## src/rtl/wdt_rst_gen.sv

```systemverilog
module wdt_rst_gen #(
  parameter int PG_N      = 4,
  parameter int DLY_W     = 16,
  parameter int INIT_BASE = 100,
  parameter int TMO_STEP  = 10
) (
  input  logic             clk,
  input  logic             rst_n,
  input  logic             tick,
  input  logic             wdi,
  input  logic             sw_kick,
  input  logic [7:0]       cfg_tmo,
  input  logic [3:0]       cfg_init,
  input  logic             cfg_tmo_rst,
  input  logic [4:0]       cfg_pw,
  input  logic [DLY_W-1:0] cfg_dly,
  input  logic [PG_N-1:0]  pg_in,
  input  logic [PG_N-1:0]  pg_sel,
  output logic             wdo,
  output logic             rst_out
);
  localparam int WCW = $clog2(INIT_BASE * (2 ** 14) + 1);
  localparam int RCW = (DLY_W > 17) ? DLY_W : 17;

  typedef enum logic [1:0] {W_INIT, W_RUN, W_EXP} wst_t;
  typedef enum logic [1:0] {R_WAIT, R_DLY, R_ARM, R_PULSE} rst_t;

  logic [2:0]     wsync;
  logic           kick, in_run, wd_hit, wd_fire, all_good;
  wst_t           wst;
  rst_t           rs_st;
  logic [WCW-1:0] wd_cnt, init_len, tmo_len;
  logic [RCW-1:0] rs_cnt, pw_len;
  logic [4:0]     pw_code;

  always_ff @(posedge clk or negedge rst_n)
    if (!rst_n) wsync <= '0;
    else        wsync <= {wsync[1:0], wdi};

  assign kick     = (wsync[2] ^ wsync[1]) | sw_kick;
  assign init_len = (cfg_init == '0) ? '0 : (WCW'(INIT_BASE) << (cfg_init - 4'd1));
  assign tmo_len  = WCW'(cfg_tmo) * WCW'(TMO_STEP);
  assign in_run   = (wst == W_RUN) || (wst == W_INIT && init_len == '0);
  assign wd_hit   = in_run && !kick && tick && (cfg_tmo != '0) &&
                    ((wd_cnt + WCW'(1)) >= tmo_len);
  assign wd_fire  = wd_hit && cfg_tmo_rst;
  assign wdo      = (wst == W_EXP) && !cfg_tmo_rst;

  always_ff @(posedge clk or negedge rst_n)
    if (!rst_n) begin
      wst <= W_INIT; wd_cnt <= '0;
    end else if (kick) begin
      wst <= W_RUN; wd_cnt <= '0;
    end else if (wd_hit) begin
      wst <= W_EXP; wd_cnt <= '0;
    end else if (in_run) begin
      wst <= W_RUN;
      if (tick && cfg_tmo != '0) wd_cnt <= wd_cnt + WCW'(1);
    end else if (wst == W_INIT && tick) begin
      if ((wd_cnt + WCW'(1)) >= init_len) begin
        wst <= W_RUN; wd_cnt <= '0;
      end else wd_cnt <= wd_cnt + WCW'(1);
    end

  assign all_good = &(pg_in | ~pg_sel);
  assign pw_code  = (cfg_pw > 5'd16) ? 5'd16 : cfg_pw;
  assign pw_len   = (pw_code == '0) ? '0 : (RCW'(1) << (pw_code - 5'd1));
  assign rst_out  = (rs_st == R_PULSE);

  always_ff @(posedge clk or negedge rst_n)
    if (!rst_n) begin
      rs_st <= R_WAIT; rs_cnt <= '0;
    end else begin
      case (rs_st)
        R_WAIT:
          if (all_good) begin
            rs_cnt <= '0;
            if (cfg_dly == '0) rs_st <= (pw_len != '0) ? R_PULSE : R_ARM;
            else               rs_st <= R_DLY;
          end
        R_DLY:
          if (!all_good) begin
            rs_st <= R_WAIT; rs_cnt <= '0;
          end else if (tick) begin
            if ((rs_cnt + RCW'(1)) >= RCW'(cfg_dly)) begin
              rs_st <= (pw_len != '0) ? R_PULSE : R_ARM; rs_cnt <= '0;
            end else rs_cnt <= rs_cnt + RCW'(1);
          end
        R_ARM:
          if (!all_good) begin
            rs_st <= R_WAIT; rs_cnt <= '0;
          end else if (wd_fire) begin
            rs_st <= (pw_len != '0) ? R_PULSE : R_ARM; rs_cnt <= '0;
          end
        default:
          if (tick) begin
            if ((rs_cnt + RCW'(1)) >= pw_len) begin
              rs_st <= R_ARM; rs_cnt <= '0;
            end else rs_cnt <= rs_cnt + RCW'(1);
          end
      endcase
    end


  pulse_needs_pg_chk: assert property (@(posedge clk) disable iff (!rst_n)
    $rose(rst_out) |-> $past(all_good));

  zero_width_silent_chk: assert property (@(posedge clk) disable iff (!rst_n)
    $rose(rst_out) |-> $past(cfg_pw) != '0);

  kick_clears_wdo_chk: assert property (@(posedge clk) disable iff (!rst_n)
    kick |=> !wdo);

  wdo_on_tick_chk: assert property (@(posedge clk) disable iff (!rst_n)
    $rose(wdo) && $stable(cfg_tmo_rst) |-> $past(tick) && $past(cfg_tmo) != '0);
endmodule

```

## config.mk

```make
export PLATFORM = sky130hd
export DESIGN_NAME = wdt_rst_gen
export DESIGN_NICKNAME = d
export VERILOG_FILES = /design/src/rtl/wdt_rst_gen.sv
export SDC_FILE = /design/constraint.sdc
export NUM_CORES = 1
export LEC_CHECK = 0
export ABC_AREA = 1
export CORE_MARGIN = 8
export CORE_UTILIZATION = 60
export DETAILED_ROUTE_END_ITERATION = 10
export PLACE_DENSITY = 0.88
export SLEW_MARGIN = 20
export SYNTH_ARGS = -nofsm -noshare
export SYNTH_HDL_FRONTEND = slang
export SYNTH_SLANG_ARGS = --single-unit
```

## constraint.sdc

```tcl
create_clock -name clk -period 4.3 [get_ports clk]
set_input_delay 1.29 -clock clk [delete_from_list [all_inputs] [get_ports clk]]
set_output_delay 1.29 -clock clk [all_outputs]
set_load 0.005 [all_outputs]
```

==> metrics.txt <==
simple-gate share of the synthesized area=0.360; Via density=5.59; Nets=1082; Clock Power Share=0.192; CTS tree=done; Worst EP required=4.50 ns; Synth-to-Final Area Change=22.2%; CP max-delay cell=fa_2; Final Slew Violations=8; worst-skew pair later-pin latency=0.31 ns; Async SR Flop Fraction=1.00; xor and xnor area share after synthesis=0.0402; Critical Path Sink Type=flop; number of H-tree levels=2; area of the multi-input gates=4190 um2; final total power=1520 uW; Mapped Nets=986; clk root buf=clkbuf_8; crit path kind=input port to flop; diodes inserted=0; EDFF count, synth=0; Int Pwr=851 uW; final wirelength=15800 um; Residual DRC=0; register area share after synthesis=0.199; leakage power=0.00374 uW; GRT overflow=0; YS warnings=0; Starting Density=0.616; FMAX=240 MHz; post-route antenna net violation count=0; Synth Area in Compound Gates=0.0965; Synth Flop Type=dfrtp_1; FF+latch area=1130 um2; syn avg cell area=6.67 um2; Detailed Place HPWL=11600 um; crit path DAT=4.37 ns; Seq pwr share=0.306; worst-case vdd ir drop=0.194 mV; Setup Skew=0.00894 ns; Slew @ Worst Pin=1.60 ns; Clock Sinks=45; number of global-route vias before repair=5477; Hold Buf Count CTS=0; Worst Hold Class=flop to flop; clock-pin slew on the worst setup and hold paths=0.09 ns; FP Rows=35; I/O pin count=49; combinational share of power=0.502; DIE AREA=12800 um2; RSZ-0062 raised after global routing=true; wire length per cell=14.9 um; failing checks=capacitance limit, slew limit; proportion of layout cells with a drive suffix above 1=0.156; initial antenna violation count=0; largest family of logic cells by synthesized area=simple AND/OR/NAND/NOR gates; Setup TNS=0 ns; GRT Total Usage=0.238; Mapped Cells=850; switching share of power=0.441; Die Y=113 um; Yosys reg bits=45; largest net degree at the start of global routing=46; status=finished, violations left; Final min period=4.17 ns; first-pass GRT wire length=25300 um; Max-Slew Margin vs Limit=-0.0655; Setup Viol. Count Final=0; mux cell area share after synthesis=0; IO Port Bufs=48; max incr delay on CP=0.41 ns; Mapped Area=5670 um2; Yosys cell types=45; Max FO, Critical Path=9; type of origin of the critical path=input port; pwr dens=220 nW/um2; delay-heaviest family, CP=simple AND/OR/NAND/NOR gates; Num CTS Buffers=5; Net Sw Power=671 uW; endpoints failing hold=0; Clock Path Buffers=2; sum of buffers and inverters on the critical path=4; initial drt markers=561; adder-cell share of the synthesized area=0.198; maxcap violations=1; Die W=113 um; routed vias=5914; # fillers=684; drt pass-1 iters=5; Final period util=0.971; Core Region=9200 um2; routability cong.=0.955
[cells by family after synthesis]
group | after synthesis
XOR/XNOR | 26
adder cells (fa/ha/maj) | 89
other | 1
AO/OA/AOI/OAI | 87
AND/OR/NAND/NOR | 458
flip-flops | 45
buffers and inverters | 144
[Yosys cell counts (all sizes together) (3+ instances only)]
library cell,count,area [um2]
nand2,261,1060
inv,131,492
nor2,91,374
ha,88,1100
nand3,47,245
dfrtp,45,1130
nand4,40,250
a21oi,33,165
o21ai,33,225
xor2,17,149
nor3,10,50.1
buf,9,92.6
xnor2,9,78.8
o21a,5,37.5
clkbuf,4,15.0
or2,4,25.0
a22oi,3,22.5
o22ai,3,18.8
[per-stage QoR]
| step | setup slack (ns) | std cells | area [um2] | hold WS, ns | utilization |
|---|---|---|---|---|---|
| after floorplan | 0.0817 | 850 | 5670 | 0.331 | - |
| after global placement | -0.507 | 1044 | 6560 | 0.342 | 0.713 |
| after detailed placement | -0.629 | 1044 | 6560 | 0.345 | 0.713 |
| after global routing | -0.111 | 1058 | 6930 | 0.377 | 0.753 |
| final | 0.126 | 1058 | 6930 | 0.364 | 0.753 |
| after CTS | 0.0108 | 1055 | 6770 | 0.366 | 0.737 |
[layer usage]
layer	vias up	GRT usage	part of all wire
met3	30	0.0490	0.083
met1	2654	0.326	0.44
met4	0	0.0524	0.020
li1	2953	-	-
met2	277	0.377	0.45
met5	-	0	0
[worst paths after layout]
kind,start,end,slack [ns],cells past startpoint
worst max-delay path,cfg_tmo[4],rs_cnt[2],0.13,25
worst min-delay path,wsync[0],wsync[1],0.36,0
worst max register to register,rs_cnt[0],rs_cnt[7],0.42,22
worst min register to register,wsync[0],wsync[1],0.36,0
max in group asynchronous,rst_n,wd_cnt[16],2.93,1
min in group asynchronous,rst_n,rs_cnt[9],0.95,1
[layout make-up]
| class | count | area share |
|---|---|---|
| Multi-Input combinational cell | 664 | 0.605 |
| Sequential cell | 45 | 0.163 |
| Clock buffer | 5 | 0.00993 |
| Clock inverter | 3 | 0.00415 |
| Tap cell | 111 | 0.0201 |
| Timing Repair Buffer | 99 | 0.127 |
| Inverter | 131 | 0.0710 |
[sequential cells by signal, summed over array words and instances, names as in the netlist]
signal and flops:
rs_st 2, wsync 3, rs_cnt 17, wst 2
wd_cnt 21
[power by group through the flow]
stage                     registers, uW  clock network (uW)  logic [uW]
after floorplan                     463                   0         502
after global placement              471                   0         609
after detailed placement            471                   0         627
after CTS                           463                 294         677
after global routing                467                 309         853
final                               466                 293         764
[placed cells by master, fill, tap and decap left out, types with 4 or more instances in the layout]
master,Yosys,final
xor2_1,17,17
xnor2_1,9,9
a21oi_1,33,30
nand2_2,19,16
o21ai_0,16,14
nand4_1,40,40
clkbuf_8,0,5
nor2_1,82,80
buf_4,2,49
dfrtp_1,45,45
ha_4,0,8
inv_1,130,127
o21a_1,5,5
clkdlybuf4s50_1,0,40
nand2_4,2,10
nor2_2,7,9
nor3_1,10,10
inv_2,1,4
nand2_1,239,235
o21ai_2,16,18
nand3_1,45,44
ha_1,88,79
[timing repair]
action                                  CTS  global route
pin swaps                                 8            24
endpoints found under the hold margin     0             0
gates resized for setup                  23            41
gates cloned                              1             2
setup buffers                             2             1
endpoints found under the setup margin   42            41
[worst register-to-register path, stage by stage (launching register included)]
cell     delay (ns)
dfrtp_1        0.53
ha_1           0.24
nand2_1        0.09
nor2_1         0.18
nand2_1        0.15
nor2_1         0.11
inv_1          0.07
nor4_1         0.17
buf_4          0.17
nand3_1        0.09
xnor2_1        0.40
ha_1           0.33
nand2_1        0.07
inv_1          0.05
nand4_1        0.08
nor2_1         0.05
nor3_1         0.18
nand2_1        0.09
inv_1          0.07
nand2_1        0.06
nand2_2        0.28
nand3_1        0.19
o21ai_2        0.17
(Power assumes the default switching activity.)
